File: config.mk
export PLATFORM = sky130hd
export DESIGN_NAME = req64_qual
export DESIGN_NICKNAME = d
export VERILOG_FILES = /design/src/rtl/req64_pkg.sv /design/src/rtl/req64_strap.sv /design/src/rtl/req64_rules.sv /design/src/rtl/req64_hist.sv /design/src/rtl/req64_fsm.sv /design/src/rtl/req64_qual.sv
export SDC_FILE = /design/constraint.sdc
export NUM_CORES = 1
export LEC_CHECK = 0
export BUFFER_PORTS_ARGS = -buffer_cell sky130_fd_sc_hd__buf_2
export CAP_MARGIN = 20
export CORE_AREA = 2 2 39 41
export DETAILED_ROUTE_END_ITERATION = 10
export DIE_AREA = 0 0 41 43
export HOLD_SLACK_MARGIN = 0.06
export SETUP_SLACK_MARGIN = 0.02
export SLEW_MARGIN = 20
export SYNTH_ARGS = -nofsm -noshare
export SYNTH_HDL_FRONTEND = slang
export SYNTH_SLANG_ARGS = --single-unit
File: constraint.sdc
create_clock -name clk -period 1.9 [get_ports clk]
set_clock_uncertainty 0.05 [all_clocks]
set_input_delay 0.095 -clock clk [delete_from_list [all_inputs] [get_ports clk]]
set_output_delay 0.095 -clock clk [all_outputs]
set_load 0.02 [all_outputs]
File: src/rtl/req64_pkg.sv
`timescale 1ns/1ps
package req64_pkg;
    localparam logic [2:0] KIND_MEM_RD  = 3'd0;
    localparam logic [2:0] KIND_MEM_WR  = 3'd1;
    localparam logic [2:0] KIND_IO      = 3'd2;
    localparam logic [2:0] KIND_CFG     = 3'd3;
    localparam logic [2:0] KIND_SPECIAL = 3'd4;

    typedef enum logic [1:0] {
        TERM_DONE  = 2'd0,
        TERM_DISC  = 2'd1,
        TERM_RETRY = 2'd2,
        TERM_ABORT = 2'd3
    } term_e;

    typedef enum logic [1:0] {
        ST_IDLE   = 2'd0,
        ST_BURST  = 2'd1,
        ST_FINISH = 2'd2
    } qual_state_e;
endpackage

File: src/rtl/req64_strap.sv
`timescale 1ns/1ps
module req64_strap (
    input  logic clk,
    input  logic rst_n,
    input  logic strap_i,
    output logic strap_q
);
    // Sampled on every edge while reset is held, then frozen.
    always_ff @(posedge clk) begin
        if (!rst_n) strap_q <= strap_i;
    end
endmodule

File: src/rtl/req64_rules.sv
`timescale 1ns/1ps
module req64_rules
    import req64_pkg::*;
#(
    parameter int FILL_W      = 6,
    parameter int WIDE_MIN_DW = 4
) (
    input  logic [2:0]        kind_i,
    input  logic [3:2]        addr_i,
    input  logic [FILL_W-1:0] fill_dw_i,
    input  logic              single_dw_i,
    input  logic              prefetch_i,
    input  logic              upstream_i,
    input  logic              strap_q,
    input  logic              resume_i,
    input  logic              hist_ok,
    output logic              allow_o
);
    localparam logic [FILL_W-1:0] MIN_FILL = FILL_W'(WIDE_MIN_DW);

    logic is_rd, is_wr, path_ok, rd_ok, wr_ok;

    always_comb begin
        is_rd   = (kind_i == KIND_MEM_RD);
        is_wr   = (kind_i == KIND_MEM_WR);
        path_ok = !(upstream_i && !strap_q) && !addr_i[2];
        rd_ok   = prefetch_i && !single_dw_i && !addr_i[3];
        wr_ok   = (fill_dw_i >= MIN_FILL) && !(resume_i && !hist_ok);
        allow_o = path_ok && ((is_rd && rd_ok) || (is_wr && wr_ok));
    end
endmodule

File: src/rtl/req64_hist.sv
`timescale 1ns/1ps
module req64_hist
    import req64_pkg::*;
(
    input  logic       clk,
    input  logic       rst_n,
    input  logic       capture_i,
    input  logic       busy_i,
    input  logic       ack64_n_i,
    input  logic       xfer_end_i,
    input  logic [1:0] term_i,
    output logic       hist_ok_o
);
    logic seen_q;
    logic ack_now;

    assign ack_now = seen_q | ~ack64_n_i;

    always_ff @(posedge clk or negedge rst_n) begin
        if (!rst_n) begin
            seen_q    <= 1'b0;
            hist_ok_o <= 1'b1;
        end else if (capture_i) begin
            seen_q <= 1'b0;
        end else if (busy_i) begin
            seen_q <= ack_now;
            if (xfer_end_i && term_i != TERM_RETRY) hist_ok_o <= ack_now;
        end
    end

    // a retried attempt leaves the record untouched
    p_retry_keeps_r9: assert property (@(posedge clk) disable iff (!rst_n)
        (busy_i && xfer_end_i && term_i == TERM_RETRY) |=> $stable(hist_ok_o));
endmodule

File: src/rtl/req64_fsm.sv
`timescale 1ns/1ps
module req64_fsm
    import req64_pkg::*;
(
    input  logic clk,
    input  logic rst_n,
    input  logic frame_n_i,
    input  logic xfer_end_i,
    input  logic verdict_i,
    output logic busy_o,
    output logic capture_o,
    output logic wide_en_o
);
    qual_state_e st_q, st_d;
    logic        held_q;

    always_comb begin
        st_d = st_q;
        unique case (st_q)
            ST_IDLE:   if (!frame_n_i) st_d = ST_BURST;
            ST_BURST:  if (xfer_end_i) st_d = ST_IDLE;
                       else if (frame_n_i) st_d = ST_FINISH;
            ST_FINISH: if (xfer_end_i) st_d = ST_IDLE;
            default:   st_d = ST_IDLE;
        endcase
    end

    always_ff @(posedge clk or negedge rst_n) begin
        if (!rst_n) begin
            st_q   <= ST_IDLE;
            held_q <= 1'b0;
        end else begin
            st_q <= st_d;
            if (capture_o) held_q <= verdict_i;
        end
    end

    always_comb begin
        unique case (st_q)
            ST_IDLE: begin
                busy_o    = 1'b0;
                capture_o = !frame_n_i;
                wide_en_o = verdict_i;
            end
            ST_BURST, ST_FINISH: begin
                busy_o    = 1'b1;
                capture_o = 1'b0;
                wide_en_o = held_q;
            end
            default: begin
                busy_o    = 1'b0;
                capture_o = 1'b0;
                wide_en_o = 1'b0;
            end
        endcase
    end

    // the enable does not move once the transaction is under way
    p_hold_r10: assert property (@(posedge clk) disable iff (!rst_n)
        busy_o |=> (!busy_o || $stable(wide_en_o)));
endmodule

File: src/rtl/req64_qual.sv
`timescale 1ns/1ps
module req64_qual
    import req64_pkg::*;
#(
    parameter int FILL_W      = 6,
    parameter int WIDE_MIN_DW = 4
) (
    input  logic              clk,
    input  logic              rst_n,
    input  logic              strap_wide_i,
    input  logic              upstream_i,
    input  logic [2:0]        kind_i,
    input  logic [3:2]        addr_i,
    input  logic [FILL_W-1:0] fill_dw_i,
    input  logic              single_dw_i,
    input  logic              prefetch_i,
    input  logic              resume_i,
    input  logic              frame_n_i,
    input  logic              ack64_n_i,
    input  logic              xfer_end_i,
    input  logic [1:0]        term_i,
    output logic              wide_en_o,
    output logic              req64_n_o
);
    logic strap_q, hist_ok, verdict, busy, capture;

    req64_strap u_strap (
        .clk(clk), .rst_n(rst_n), .strap_i(strap_wide_i), .strap_q(strap_q)
    );

    req64_rules #(.FILL_W(FILL_W), .WIDE_MIN_DW(WIDE_MIN_DW)) u_rules (
        .kind_i(kind_i), .addr_i(addr_i), .fill_dw_i(fill_dw_i),
        .single_dw_i(single_dw_i), .prefetch_i(prefetch_i),
        .upstream_i(upstream_i), .strap_q(strap_q), .resume_i(resume_i),
        .hist_ok(hist_ok), .allow_o(verdict)
    );

    req64_hist u_hist (
        .clk(clk), .rst_n(rst_n), .capture_i(capture), .busy_i(busy),
        .ack64_n_i(ack64_n_i), .xfer_end_i(xfer_end_i), .term_i(term_i),
        .hist_ok_o(hist_ok)
    );

    req64_fsm u_fsm (
        .clk(clk), .rst_n(rst_n), .frame_n_i(frame_n_i), .xfer_end_i(xfer_end_i),
        .verdict_i(verdict), .busy_o(busy), .capture_o(capture),
        .wide_en_o(wide_en_o)
    );

    assign req64_n_o = ~(wide_en_o & ~frame_n_i);

    localparam logic [FILL_W-1:0] LOW_FILL = FILL_W'(WIDE_MIN_DW - 1);

    // pin never low outside FRAME#, and stays low through the burst
    p_pin_inside_frame_r1: assert property (@(posedge clk) disable iff (!rst_n)
        frame_n_i |-> req64_n_o);
    p_pin_steady_r1: assert property (@(posedge clk) disable iff (!rst_n)
        (!req64_n_o && busy) |=> (frame_n_i || !req64_n_o));
    // non-memory kinds are never widened
    p_kind_block_r3: assert property (@(posedge clk) disable iff (!rst_n)
        (!busy && kind_i >= KIND_IO) |-> !wide_en_o);
    // misaligned start
    p_misalign_r4: assert property (@(posedge clk) disable iff (!rst_n)
        (!busy && addr_i[2]) |-> !wide_en_o);
    // shallow posted buffer
    p_shallow_r5: assert property (@(posedge clk) disable iff (!rst_n)
        (!busy && kind_i == KIND_MEM_WR && fill_dw_i <= LOW_FILL) |-> !wide_en_o);
    // non-prefetchable read
    p_nonpref_r6: assert property (@(posedge clk) disable iff (!rst_n)
        (!busy && kind_i == KIND_MEM_RD && !prefetch_i) |-> !wide_en_o);
    // resumed write after an unacknowledged attempt
    p_resume_block_r9: assert property (@(posedge clk) disable iff (!rst_n)
        (!busy && kind_i == KIND_MEM_WR && resume_i && !hist_ok) |-> !wide_en_o);
endmodule

=== Yosys cells after proc, flatten, opt, wreduce, memory -nomap -nowiden ===
Cells that the tools add are included.

* Equal/unequal tests: 7
* Bitwise gates (word level): 6
* Reductions and logical operators: 25
* Mux-type cells: 10
* $lt $le $gt $ge: 1

{| class="wikitable"
|+ Operators with widths
! operator !! number
|-
| logical AND 1 bit || 10
|-
| logical NOT 1 bit || 8
|-
| 2-to-1 mux 2 bit || 4
|-
| greater-or-equal comparator 6 x 3 -> 1 bit, second input constant || 1
|-
| != test 2 bit, second input constant || 3
|-
| case mux 2 bit (3 select lines) || 1
|-
| AND reduction 3 bit || 2
|-
| 2-to-1 mux 1 bit || 4
|-
| inverter 1 bit || 4
|-
| equality test 3 x 1 -> 1 bit, second input constant || 1
|-
| logical NOT 3 bit || 1
|-
| != test 3 bit, second input constant || 1
|-
| equality test 2 x 1 -> 1 bit, second input constant || 1
|-
| equality test 2 bit, second input constant || 1
|-
| logical NOT 2 bit || 1
|-
| case mux 1 bit (2 select lines) || 1
|-
| nonzero test 2 bit || 1
|-
| OR reduction 2 bit || 1
|-
| bitwise AND 1 bit || 1
|-
| logical OR 1 bit || 1
|-
| bitwise OR 1 bit || 1
|}

* Output and inout bits: 2
* Input bits: 23
* Bits in registers: 6
* Logic and storage cells: 54

=== Logic depth before layout (Yosys ltp) ===
* Depth after elaboration: 10
* Depth in mapped cells: 6

=== Cells and area by module ===
From an unflattened synthesis, not the netlist that was laid out.

* Cell total of the unflattened synthesis: 44
* Area total of the unflattened synthesis: 442.9 um2

{| class="wikitable"
|+ By module, submodules not included
! module !! area each (um2) !! sequential area each (um2) !! cells an instance !! instances
|-
| req64_fsm || 245.2 || 75.1 || 23 || 1
|-
| req64_hist || 108.9 || 51.3 || 10 || 1
|-
| req64_rules || 48.8 || 0.0 || 8 || 1
|-
| req64_strap || 33.8 || 30.0 || 2 || 1
|-
| req64_qual || 6.3 || 0.0 || 1 || 1
|}

=== Worst setup path after synthesis ===
Ideal clock, no wire load.

* Kind: input to output
* Start point: input fill_dw_i[4]
* End point: output req64_n_o
* Cell stages on the path: 4
* Arrival time: 1.243 ns
* Required time: 1.755 ns
* Path slack: 0.512 ns
* Cell sequence: or4_1 -> a31oi_1 -> nor3_1 -> a21oi_1

* Longest elaborated chain between the ends: 8

{| class="wikitable"
|+ Ends and longest elaborated chain
! element !! RTL line !! RTL
|-
| start: declaration || req64_qual.sv:14 || <nowiki>input logic [FILL_W-1:0] fill_dw_i,</nowiki>
|-
| greater-or-equal comparator 6 x 3 -> 1 bit || req64_rules.sv:28 || <nowiki>wr_ok = (fill_dw_i >= MIN_FILL) && !(resume_i && !hist_ok);</nowiki>
|-
| logical AND 1 bit || req64_rules.sv:28 ||
|-
| logical AND 1 bit || req64_rules.sv:29 || <nowiki>allow_o = path_ok && ((is_rd && rd_ok) || (is_wr && wr_ok));</nowiki>
|-
| logical OR 1 bit || req64_rules.sv:29 ||
|-
| logical AND 1 bit || req64_rules.sv:29 ||
|-
| case mux 1 bit (2 select lines) || req64_fsm.sv:39 || <nowiki>unique case (st_q)</nowiki>
|-
| bitwise AND 1 bit || req64_qual.sv:50 || <nowiki>assign req64_n_o = ~(wide_en_o & ~frame_n_i);</nowiki>
|-
| inverter 1 bit || req64_qual.sv:50 ||
|-
| end: declaration || req64_qual.sv:23 || <nowiki>output logic req64_n_o</nowiki>
|}

Every way passes these cells.

=== Final worst setup path ===
* Start point: register u_hist.hist_ok_o
* End point: output wide_en_o

* Longest elaborated chain between the ends: 8

{| class="wikitable"
|+ Ends and longest elaborated chain
! element !! RTL line !! RTL
|-
| start: declaration || req64_hist.sv:12 || <nowiki>output logic hist_ok_o</nowiki>
|-
| start signal: assignment || req64_hist.sv:27 || <nowiki>if (xfer_end_i && term_i != TERM_RETRY) hist_ok_o <= ack_now;</nowiki>
|-
| logical NOT 1 bit || req64_rules.sv:28 ||
|-
| logical AND 1 bit || req64_rules.sv:28 ||
|-
| logical NOT 1 bit || req64_rules.sv:28 ||
|-
| logical AND 1 bit || req64_rules.sv:28 ||
|-
| logical AND 1 bit || req64_rules.sv:29 ||
|-
| logical OR 1 bit || req64_rules.sv:29 ||
|-
| logical AND 1 bit || req64_rules.sv:29 ||
|-
| case mux 1 bit (2 select lines) || req64_fsm.sv:39 ||
|-
| end: declaration || req64_qual.sv:22 || <nowiki>output logic wide_en_o,</nowiki>
|}

Every way passes these cells.

==> summary.md <==
| Metric | Value |
|---|---|
| Status | complete, no violations |
| Hold Path End | u_hist.hist_ok_o |
| Cells after Synth | 47 |
| DRC Markers | 0 |
| Antenna-violating nets left | 0 |
| Core Area | 1380 um^2 |
| Worst-Margin Slew | between 0.2 and 0.25 ns |
| CTS clk-pin slew, worst paths | 0.05 ns |
| Starting Density | between 20% and 30% |
| Area Growth Syn to Fin | 43.7% |
| Total setup buffers inserted after CTS | 0 |
| Post-synthesis net count | 74 |
| Tot GR Track Use | 11.2% |
| YS warnings | 0 |
| Via count | 414 |
| Hold Violations, Final | 0 |
| Largest net degree at the start of global routing | 7 |
| Critical path type | register to primary output |
| Setup TNS | 0 ns |
| # fillers | between 100 and 150 |
| Vias in the first global route | 348 |
| CTS Buffer Depth | 2 |
| FF-to-FF Start | u_fsm.st_q[1] |
| Layout cells sized above 1 | 34.7% |
| Synth Register Bits | 6 |
| Crit path arrival time | 1.52 ns |
| Hold depth | 4 |
| Max Cap Violations | 0 |
| CTS root buffer | clkbuf_4 |
| Sink Count | 6 |
| Worst skew pair latency | between 0.2 and 0.25 ns |
| IO Pins | 25 |
| Slew Viols, Final | 0 |
| Post-synth ARST share | 83.3% |
| Setup violators final | 0 |
| Vias per cell | 4.55 |
| Remaining global-route overflow | 0 |
| Initial antenna violation count | 0 |
| R2r worst-path depth | 5 |
| Num CTS Buffers | 3 |
| RSZ-0062 raised after global routing | false |
| Area contributors post-synth | dfrtp_1 (25%), ha_1 (12%), edfxtp_1 (7.4%), dfstp_2 (6.5%), inv_1 (6.5%) |
| Nets | 103 |
| Die X | a little over 40 um |
| Die height | between 40 and 50 um |
| Reg2reg setup slack | 0.45 ns |
| HP Start | ack64_n_i |
| Max_slew headroom | 83.5% |
| Row count | 14 |
| Post-Place Cells | between 80 and 90 |
| Yosys cell types | 21 |
| Average footprint of a synthesized cell | between 8 and 9 um^2 |
| Post-synthesis sequential area ratio | a little under 40% |
| Clock period minus worst slack | 1.66 ns |
| Fin crit share | 87.5% |
| H-tree depth | 1 |
| Share of Yosys cell area claimed by the top area cell type | 24.8% |
| CP Max Fanout | 2 |
| Most area-hungry cell type in the Yosys netlist | dfrtp_1 |
| Worst Path Required | around 1.8 ns |
| CTS tree | done |
| Synthesized area | 404 um^2 |
| Final WL | 853 um |
| N_diodes | 0 |
| Die area | 1760 um^2 |
| Non-filler cells, final | between 90 and 100 |
| First-pass GRT wire length | ~1300 um |
| Drt wl/cell | 9.37 um |
| Max Clock Freq | 602 MHz |
| 1st-pass router iterations | 4 |
| PD cells | 1010 nW/um^2 |
| Post-DP HPWL | 726 um |
| Crit start category | register |
| Leak | 0.288 nW |
| Worst min path class | primary input to register |
| Endpoint class of the critical path | primary output |
| EDFF count, synth | 1 |
| Main flop type after synthesis | dfrtp_1 |
| Iteration-0 DRC Markers | 8 |
| GP Congestion | 0.764 |
| FF-to-FF End | u_fsm.st_q[1] |
| Worst VDD drop | 502 uV |
| Port Buffer Count | 22 |
| Post-cts sizing count | 0 |
| Hold Buf Count CTS | 2 |
-- layout by cell type (no fill, tap or decap), types with 2 or more instances in the layout --
cell	count
clkbuf_4	3
nor3_1	3
a21oi_1	3
o21ai_1	3
dlygate4sd3_1	2
buf_2	22
nand2b_1	3
ha_1	4
nor2_1	5
dfrtp_1	4
nand2_1	3
inv_1	7
-- flip-flops by register name (all words and copies together) (netlist names) --
| signal | count |
|---|---|
| u_hist.hist_ok_o | 1 |
| u_hist.seen_q | 1 |
| u_strap.strap_q | 1 |
| u_fsm.st_q | 2 |
| u_fsm.held_q | 1 |
-- per-layer routing --
metal	part of all wire [%]	track usage (%)	vias to the layer above
li1	-	-	220
met1	44	13.6	179
met2	47	17.2	15
met3	8.9	3.14	0
met4	0	6.00	0
met5	0	0	-
-- critical path, cell delays in order (launching register included) --
cell and delay (ns):
dfstp_2 0.52, nand2b_1 0.09, a31oi_1 0.11, nor3_1 0.25
o2bb2ai_1 0.14, buf_2 0.18
-- report_power, final --
| part | leakage [nW] | internal, mW | switching (mW) |
|---|---|---|---|
| Sequential | 0.0723 | 0.182 | 0.0316 |
| Clock | 0.0150 | 0.0792 | 0.0403 |
| Combinational | 0.200 | 0.115 | 0.140 |
| Total | 0.288 | 0.376 | 0.212 |
-- layout make-up --
class	instances	area, um^2	share of cell area (%)
multi-input combinational	34	221	38.1
sequential	6	156	26.9
timing repair buffer	24	130	22.4
clock buffer	4	26.3	4.53
inverter	7	26.3	4.53
tap	16	20.0	3.45
-- cell usage after synthesis, types with 3 or more instances --
| cell | n |
|---|---|
| inv_1 | 7 |
| nor2_1 | 5 |
| dfrtp_1 | 4 |
| ha_1 | 4 |
| a21oi_1 | 3 |
| nand2_1 | 3 |
| nand2b_1 | 3 |
| nor3_1 | 3 |
| o21ai_1 | 3 |
-- logic make-up after synthesis --
family | after synthesis | synth area share [%]
buffers and inverters | 7 | 6.50
flip-flops | 6 | 38.7
adder cells (fa/ha/maj) | 4 | 12.4
AO/OA/AOI/OAI | 13 | 21.1
AND/OR/NAND/NOR | 17 | 21.4
-- worst max path at each step --
| stage | startpoint | end | slack, ns | cells after the start |
|---|---|---|---|---|
| after floorplan | fill_dw_i[4] | req64_n_o | 0.51 | 4 |
| after global placement | fill_dw_i[4] | req64_n_o | 0.41 | 6 |
| after detailed placement | fill_dw_i[4] | req64_n_o | 0.41 | 6 |
| after CTS | u_hist.hist_ok_o | wide_en_o | 0.21 | 5 |
| after global routing | u_fsm.st_q[1] | req64_n_o | 0.09 | 6 |
| final | u_hist.hist_ok_o | wide_en_o | 0.24 | 5 |
-- per-stage QoR --
step / instance area (um^2) / hold WS [ns] / util, % / power, mW / setup WS (ns)
detailed placement: 534 / -0.133 / 38.6 / 0.470 / 0.414
floorplan: 404 / -0.251 / - / 0.394 / 0.512
global route: 581 / 0.132 / 42.0 / 0.658 / 0.0894
finish: 581 / 0.0858 / 42.0 / 0.589 / 0.238
global placement: 534 / -0.135 / 38.6 / 0.466 / 0.409
CTS: 581 / 0.0881 / 42.0 / 0.598 / 0.215
Power figures use the tool's default switching activity.
